**config.mk**
```make
export PLATFORM = sky130hd
export DESIGN_NAME = txdrv_activity_mon
export DESIGN_NICKNAME = d
export VERILOG_FILES = /design/src/rtl/dmon_pkg.sv /design/src/rtl/dmon_chan.sv /design/src/rtl/dmon_irq.sv /design/src/rtl/dmon_regs.sv /design/src/rtl/txdrv_activity_mon.sv
export SDC_FILE = /design/constraint.sdc
export NUM_CORES = 1
export LEC_CHECK = 0
export BUFFER_PORTS_ARGS = -buffer_cell sky130_fd_sc_hd__buf_2
export CAP_MARGIN = 40
export CORE_ASPECT_RATIO = 0.75
export CORE_MARGIN = 4
export CORE_UTILIZATION = 50
export CTS_CLUSTER_SIZE = 25
export DETAILED_ROUTE_END_ITERATION = 12
export PLACE_DENSITY = 0.8
export SYNTH_ARGS = -nofsm -noshare
export SYNTH_HDL_FRONTEND = slang
export SYNTH_SLANG_ARGS = --single-unit
```
**constraint.sdc**
```tcl
create_clock -name clk -period 7.1 [get_ports clk]
set_input_delay 1.42 -clock clk [delete_from_list [all_inputs] [get_ports clk]]
set_output_delay 1.42 -clock clk [all_outputs]
set_load 0.01 [all_outputs]
```
**src/rtl/dmon_pkg.sv**
```systemverilog
package dmon_pkg;
  localparam int ADDR_W = 2;

  typedef enum logic [ADDR_W-1:0] {
    REG_STAT = 2'd0,
    REG_EN   = 2'd1,
    REG_PEND = 2'd2
  } reg_addr_e;
endpackage

```
**src/rtl/dmon_chan.sv**
```systemverilog
module dmon_chan #(
  parameter int LIMIT = 128
) (
  input  logic clk,
  input  logic rst,
  input  logic pulse_p,
  input  logic pulse_n,
  output logic fail_q,
  output logic fail_n
);
  localparam int CW = $clog2(LIMIT + 2);
  localparam logic [CW-1:0] LIM = CW'(LIMIT);

  logic [CW-1:0] cnt_q, cnt_n;

  always_comb begin
    if (pulse_p || pulse_n)
      cnt_n = '0;
    else if (cnt_q > LIM)
      cnt_n = cnt_q;
    else
      cnt_n = cnt_q + 1'b1;
    fail_n = (cnt_n > LIM);
  end

  always_ff @(posedge clk) begin
    if (rst) begin
      cnt_q  <= '0;
      fail_q <= 1'b0;
    end else begin
      cnt_q  <= cnt_n;
      fail_q <= fail_n;
    end
  end
endmodule

```
**src/rtl/dmon_irq.sv**
```systemverilog
module dmon_irq #(
  parameter int NCH = 8
) (
  input  logic           clk,
  input  logic           rst,
  input  logic [NCH-1:0] fail_q,
  input  logic [NCH-1:0] fail_n,
  input  logic [NCH-1:0] en_q,
  input  logic [NCH-1:0] clr,
  output logic [NCH-1:0] pend_q,
  output logic           irq_o
);
  logic [NCH-1:0] set_v, pend_n;

  always_comb begin
    set_v  = (fail_q ^ fail_n) & en_q;
    pend_n = (pend_q & ~clr) | set_v;
  end

  always_ff @(posedge clk) begin
    if (rst) begin
      pend_q <= '0;
      irq_o  <= 1'b0;
    end else begin
      pend_q <= pend_n;
      irq_o  <= |pend_n;
    end
  end
endmodule

```
**src/rtl/dmon_regs.sv**
```systemverilog
module dmon_regs
  import dmon_pkg::*;
#(
  parameter int NCH = 8
) (
  input  logic              clk,
  input  logic              rst,
  input  logic              wr,
  input  logic              rd,
  input  logic [ADDR_W-1:0] addr,
  input  logic [NCH-1:0]    wdata,
  input  logic [NCH-1:0]    fail_q,
  input  logic [NCH-1:0]    pend_q,
  output logic [NCH-1:0]    en_q,
  output logic [NCH-1:0]    clr,
  output logic [NCH-1:0]    rdata
);
  logic [NCH-1:0] rd_mux;

  always_comb begin
    unique case (addr)
      REG_STAT: rd_mux = fail_q;
      REG_EN:   rd_mux = en_q;
      REG_PEND: rd_mux = pend_q;
      default:  rd_mux = '0;
    endcase
    clr = (rd && addr == REG_PEND) ? pend_q : '0;
  end

  always_ff @(posedge clk) begin
    if (rst) begin
      en_q  <= '0;
      rdata <= '0;
    end else begin
      if (wr && addr == REG_EN) en_q <= wdata;
      if (rd) rdata <= rd_mux;
    end
  end
endmodule

```
**src/rtl/txdrv_activity_mon.sv**
```systemverilog
module txdrv_activity_mon
  import dmon_pkg::*;
#(
  parameter int NCH   = 8,
  parameter int LIMIT = 128
) (
  input  logic              clk,
  input  logic              rst,
  input  logic [NCH-1:0]    tx_pos_det,
  input  logic [NCH-1:0]    tx_neg_det,
  input  logic              host_wr,
  input  logic              host_rd,
  input  logic [ADDR_W-1:0] host_addr,
  input  logic [NCH-1:0]    host_wdata,
  output logic [NCH-1:0]    host_rdata,
  output logic [NCH-1:0]    drv_fail,
  output logic              irq
);
  logic [NCH-1:0] fail_q, fail_n, en_q, pend_q, clr;

  for (genvar g = 0; g < NCH; g++) begin : g_ch
    dmon_chan #(.LIMIT(LIMIT)) u_chan (
      .clk    (clk),
      .rst    (rst),
      .pulse_p(tx_pos_det[g]),
      .pulse_n(tx_neg_det[g]),
      .fail_q (fail_q[g]),
      .fail_n (fail_n[g])
    );
  end

  dmon_irq #(.NCH(NCH)) u_irq (
    .clk   (clk),
    .rst   (rst),
    .fail_q(fail_q),
    .fail_n(fail_n),
    .en_q  (en_q),
    .clr   (clr),
    .pend_q(pend_q),
    .irq_o (irq)
  );

  dmon_regs #(.NCH(NCH)) u_regs (
    .clk   (clk),
    .rst   (rst),
    .wr    (host_wr),
    .rd    (host_rd),
    .addr  (host_addr),
    .wdata (host_wdata),
    .fail_q(fail_q),
    .pend_q(pend_q),
    .en_q  (en_q),
    .clr   (clr),
    .rdata (host_rdata)
  );

  assign drv_fail = fail_q;
endmodule

```
**After elaboration in Yosys (flattened, before gate mapping)**

Cells that the tools add are included.
Widths: inputs -> output; s select.

- Register bits: 97
- Output and inout bits: 17
- Bits of input ports: 30
- Word-level logic and storage cells: 81

- Magnitude comparators: 16
- Add/subtract/negate cells: 8
- Bitwise operators: 5
- Reductions and logical operators: 12
- Equal/unequal tests: 2
- Muxes and demuxes: 18

Operators by type and width:

| cell | number |
|---|---|
| $mux 8 | 17 |
| $gt 8x8->1 const B | 16 |
| $add 8x1->8 const B | 8 |
| $pmux 8 s3 | 1 |
| $and 8x8->8 | 2 |
| $logic_or 1x1->1 | 8 |
| $not 8->8 | 1 |
| $or 8x8->8 | 1 |
| $reduce_or 8->1 | 1 |
| $xor 8x8->8 | 1 |
| $eq 2x1->1 const B | 1 |
| $eq 2x2->1 const B | 1 |
| $logic_and 1x1->1 | 2 |
| $logic_not 2->1 | 1 |

**Longest topological paths before layout**

- Depth in word-level cells: 8
- Depth in mapped cells: 9
- Mapped depth without buffers: 9

**Modules after synthesis**

From an unflattened synthesis, not the netlist that was laid out.

- Cells, all modules: 673
- Area, all modules: 5985.7 sq um

Modules (own cells, without submodules):

| module | area each (sq um) | instances | sequential area each (sq um) | cells each |
|---|---|---|---|---|
| dmon_chan | 591.8 | 8 | 180.2 | 66 |
| dmon_regs | 850.8 | 1 | 320.3 | 100 |
| dmon_irq | 400.4 | 1 | 180.2 | 45 |

**Worst setup path after synthesis**

OpenSTA, ideal clock, no wires.

- Path type: in2reg
- From: input host_addr[1]
- To: register u_irq.irq_o
- Cell stages on the path: 7
- Library setup time: 0.139 ns
- Data required time: 6.961 ns
- Data arrival time: 2.830 ns
- Buffers on the path: 1
- Setup slack: 4.131 ns
- Cell sequence: clkbuf_1 nand3b_1 and2_1 a221o_1 a211oi_1 and3_1 a41oi_1

- Cells in the longest elaborated chain, start to end: 7

Ends and longest elaborated chain:

| item | RTL line | RTL |
|---|---|---|
| start, declared | txdrv_activity_mon.sv:13 | `input logic [ADDR_W-1:0] host_addr,` |
| $eq 2x2->1 | dmon_regs.sv:27 | `clr = (rd && addr == REG_PEND) ? pend_q : '0;` |
| $logic_and 1x1->1 | dmon_regs.sv:27 |  |
| $mux 8 | dmon_regs.sv:27 |  |
| $not 8->8 | dmon_irq.sv:17 | `pend_n = (pend_q & ~clr) \| set_v;` |
| $and 8x8->8 | dmon_irq.sv:17 |  |
| $or 8x8->8 | dmon_irq.sv:17 |  |
| $reduce_or 8->1 | dmon_irq.sv:26 | `irq_o <= \|pend_n;` |
| end signal, assigned | dmon_irq.sv:26 |  |
| end, declared | dmon_irq.sv:11 | `output logic irq_o` |

No other way between the ends.
A chain may end at the register's enable or synchronous reset.

**Final worst setup path**

- From: register g_ch[4].u_chan.cnt_q[0]
- To: register u_irq.irq_o

- Cells in the longest elaborated chain, start to end: 8
- Elaborated cells between the ends (all ways): 9
- Those cells by class: add/sub (1); order compare (2); mux (2); bitwise (3); reduce/logical (1)

Ends and longest elaborated chain:

| item | RTL line | RTL |
|---|---|---|
| start, declared | dmon_chan.sv:14 | `logic [CW-1:0] cnt_q, cnt_n;` |
| start signal, assigned | dmon_chan.sv:31 | `cnt_q <= cnt_n;` |
| $add 8x1->8 or $gt 8x8->1 (tied branches) | dmon_chan.sv:22, dmon_chan.sv:19 |  |
| $mux 8 (*) | dmon_chan.sv:19 | `else if (cnt_q > LIM)` |
| $mux 8 (*) | dmon_chan.sv:17 | `if (pulse_p \|\| pulse_n)` |
| $gt 8x8->1 (*) | dmon_chan.sv:23 | `fail_n = (cnt_n > LIM);` |
| $xor 8x8->8 (*) | dmon_irq.sv:16 | `set_v = (fail_q ^ fail_n) & en_q;` |
| $and 8x8->8 (*) | dmon_irq.sv:16 |  |
| $or 8x8->8 (*) | dmon_irq.sv:17 |  |
| $reduce_or 8->1 (*) | dmon_irq.sv:26 |  |

Mark *: on every way between the ends. The rest lies on a longest branch, timed or not.

==> flow_metrics.tcl <==
set metrics [dict create \
    place_hpwl_um 9080 \
    place_area_mm2 0.00565 \
    fin_util 0.570 \
    synth_nets 692 \
    seq_area_mm2 0.00194 \
    area_growth_pct 9.15 \
    synth_seq_cells 97 \
    io_pins 47 \
    synth.distinct_cells 68 \
    crit_fanout 8 \
    grtUsageMet2 0.320 \
    met1_usage 0.263 \
    crit_family "compound AO/OA/AOI/OAI gates" \
    grt_pass1_vias 4473 \
    ir_worst_vdd_v 0.000114 \
    post_cts_buffers 0 \
    use_met3 0.0542 \
    core_region_area_mm2 0.0105 \
    viasPerCell 5.88 \
    p_leak_nw 2.21 \
    maxSlewViolCount 0 \
    io_buffer_count 46 \
    fin_crit_ns 3.03 \
    slowest_delay_ns 0.61 \
    antenna_found_initial 0 \
    numCtsBuffers 9 \
    clock_path_buffers 2 \
    critical_path_class "reg -> reg" \
    n_antenna_cell 0 \
    startpoint_type "flop" \
    setup_viol 0 \
    cap_violations 0 \
    final_cell_area_mm2 0.00596 \
    rsz0062_at_grt "false" \
    async_flop_share 0 \
    grt_max_degree 40 \
    crit_required_ns 7.28 \
    cts.repair.resized 0 \
    final_net_count 707 \
    cts-root-buf "clkbuf_16" \
    clk_latency_ns 0.34 \
    yosysWarnings 0 \
    grt_busiest_layer "met2" \
    pre_cts_slack_ns 3.77 \
    status "completed" \
    synth-edff-count 0 \
    synthFlopType "dfxtp_1" \
    drc 0 \
    p_sw_frac 0.227 \
    wl_per_cell_um 15.4 \
    placedCellCount 786 \
    max_freq_mhz 330 \
    hold_buffers 0 \
    tritoncts "done" \
    clkSlewWorstSetupHoldPaths_ns 0.07 \
    via_count 4714 \
    worstPathArrival_ns 3.22 \
    final_common_cell "nor2_1" \
    synth_area_mm2 0.00546 \
    globalRouteOverflowTotal 0 \
    crit_slowest_cell "or4b_2" \
    syn-instance-count 646 \
    fin_ws_ns 4.07 \
    instances_no_fill 802 \
    min_path_type "reg -> reg" \
    ant_nets 0 \
    dr.pass1.iters 5 \
    fin_crit_sh 0.427 \
    internal_power_uw 857 \
    initial_core_util 0.522 \
    p_seq_frac 0.503 \
    final_cell_mix "105 x nor2_1, 97 x dfxtp_1, 46 x buf_2, 34 x a21oi_1" \
    power.density_mw_per_mm2 186 \
    grt_first_pass_wirelength_um 20800 \
    finClkSkew_ns 0.00856 \
    fin_setup_tns_ns 0 \
    relSlewSlack 0.500 \
    synth.avg_cell_area_um2 8.45 \
    hold_viol 0 \
    rrSetupSlack_ns 4.07 \
    drt-total-wl_um 12400 \
    critPathBufInv 1 \
    drive_above_1_share 0.131 \
    pwr-share-comb 0.052 \
    crit_path_end_kind "flop" \
    fillers 924 \
    row_count 32 \
    drt_iter0_markers 290 \
    clock_sinks 97 \
    seq_area_frac_synth 0.356 \
    gp_congestion 0.899 \
    tightest_slew_ns 0.749 \
    grt_usage 0.199 \
    ctsHtreeMaxLevel 3 \
    clkPwrFrac 0.444 \
    dieArea_mm2 0.0127 \
    power_switching_uw 252 \
    die_x_um 129 \
    multiInputGateArea_mm2 0.00322 \
    total_power_mw 1.11 \
    fp.dieH_um 98.5 \
    whs_ns 0.499 \
    crit_chain "inv_1, ha_1, or4b_2, o32a_1, a21boi_0, a31oi_1, xor2_1, a222oi_1, a41oi_1" \
]
## synth_stat cells (15+ instances only)
| master | number | share of area |
|---|---|---|
| nand3_1 | 23 | 0.021 |
| nor3_1 | 18 | 0.017 |
| xnor2_1 | 26 | 0.042 |
| ha_1 | 16 | 0.037 |
| a21oi_1 | 34 | 0.031 |
| inv_1 | 23 | 0.016 |
| nand2_1 | 29 | 0.020 |
| or3_1 | 18 | 0.021 |
| nor2_1 | 105 | 0.072 |
| dfxtp_1 | 97 | 0.36 |
| xor2_1 | 29 | 0.047 |
| clkbuf_1 | 27 | 0.019 |
| mux2i_1 | 15 | 0.028 |
## routing by layer
layer  up-vias  part of all wire
li1       2340                 -
met1      2222              0.46
met2       136              0.47
met3        16             0.059
met4         0             0.015
met5         -                 0
## tightest hold or removal path, stage by stage (launching register included)
cell	delay (ns)
dfxtp_1	0.31
nor2_1	0.09
a211oi_1	0.06
## sequential cells by signal (all words and copies together), names as in the netlist
register / flops
g_ch.u_chan.cnt_q: 64
g_ch.u_chan.fail_q: 8
u_irq.pend_q: 8
u_regs.en_q: 8
u_regs.rdata: 8
u_irq.irq_o: 1
## power by group through the flow
stage               clock [mW]  combinational (mW)  sequential [mW]
finish                   0.493              0.0580            0.558
global route             0.529              0.0644            0.558
CTS                      0.505              0.0580            0.557
detailed placement           0              0.0572            0.570
global placement             0              0.0549            0.569
floorplan                    0              0.0356            0.569
## layout make-up
| cell class | instances | share of cell area |
|---|---|---|
| Inverter | 23 | 0.0145 |
| Sequential cell | 97 | 0.326 |
| Clock buffer | 10 | 0.0401 |
| Tap cell | 136 | 0.0286 |
| Multi-Input combinational cell | 483 | 0.540 |
| Timing Repair Buffer | 47 | 0.0399 |
| Clock inverter | 6 | 0.0109 |
## path summary, 6_finish.rpt
kind                                               from               to  cells after the start
worst max-delay path            g_ch[4].u_chan.cnt_q[0]      u_irq.irq_o                      9
worst min-delay path                    u_regs.rdata[5]  u_regs.rdata[5]                      2
worst max register to register  g_ch[4].u_chan.cnt_q[0]      u_irq.irq_o                      9
worst min register to register          u_regs.rdata[5]  u_regs.rdata[5]                      2
## cells by family after synthesis
group           synth area share
xor+xnor                  0.0883
fa+ha+maj                 0.0367
mux                       0.0385
compound gates             0.150
buf+inv                   0.0548
simple gates               0.276
flops                      0.356
Power figures use the tool's default switching activity.
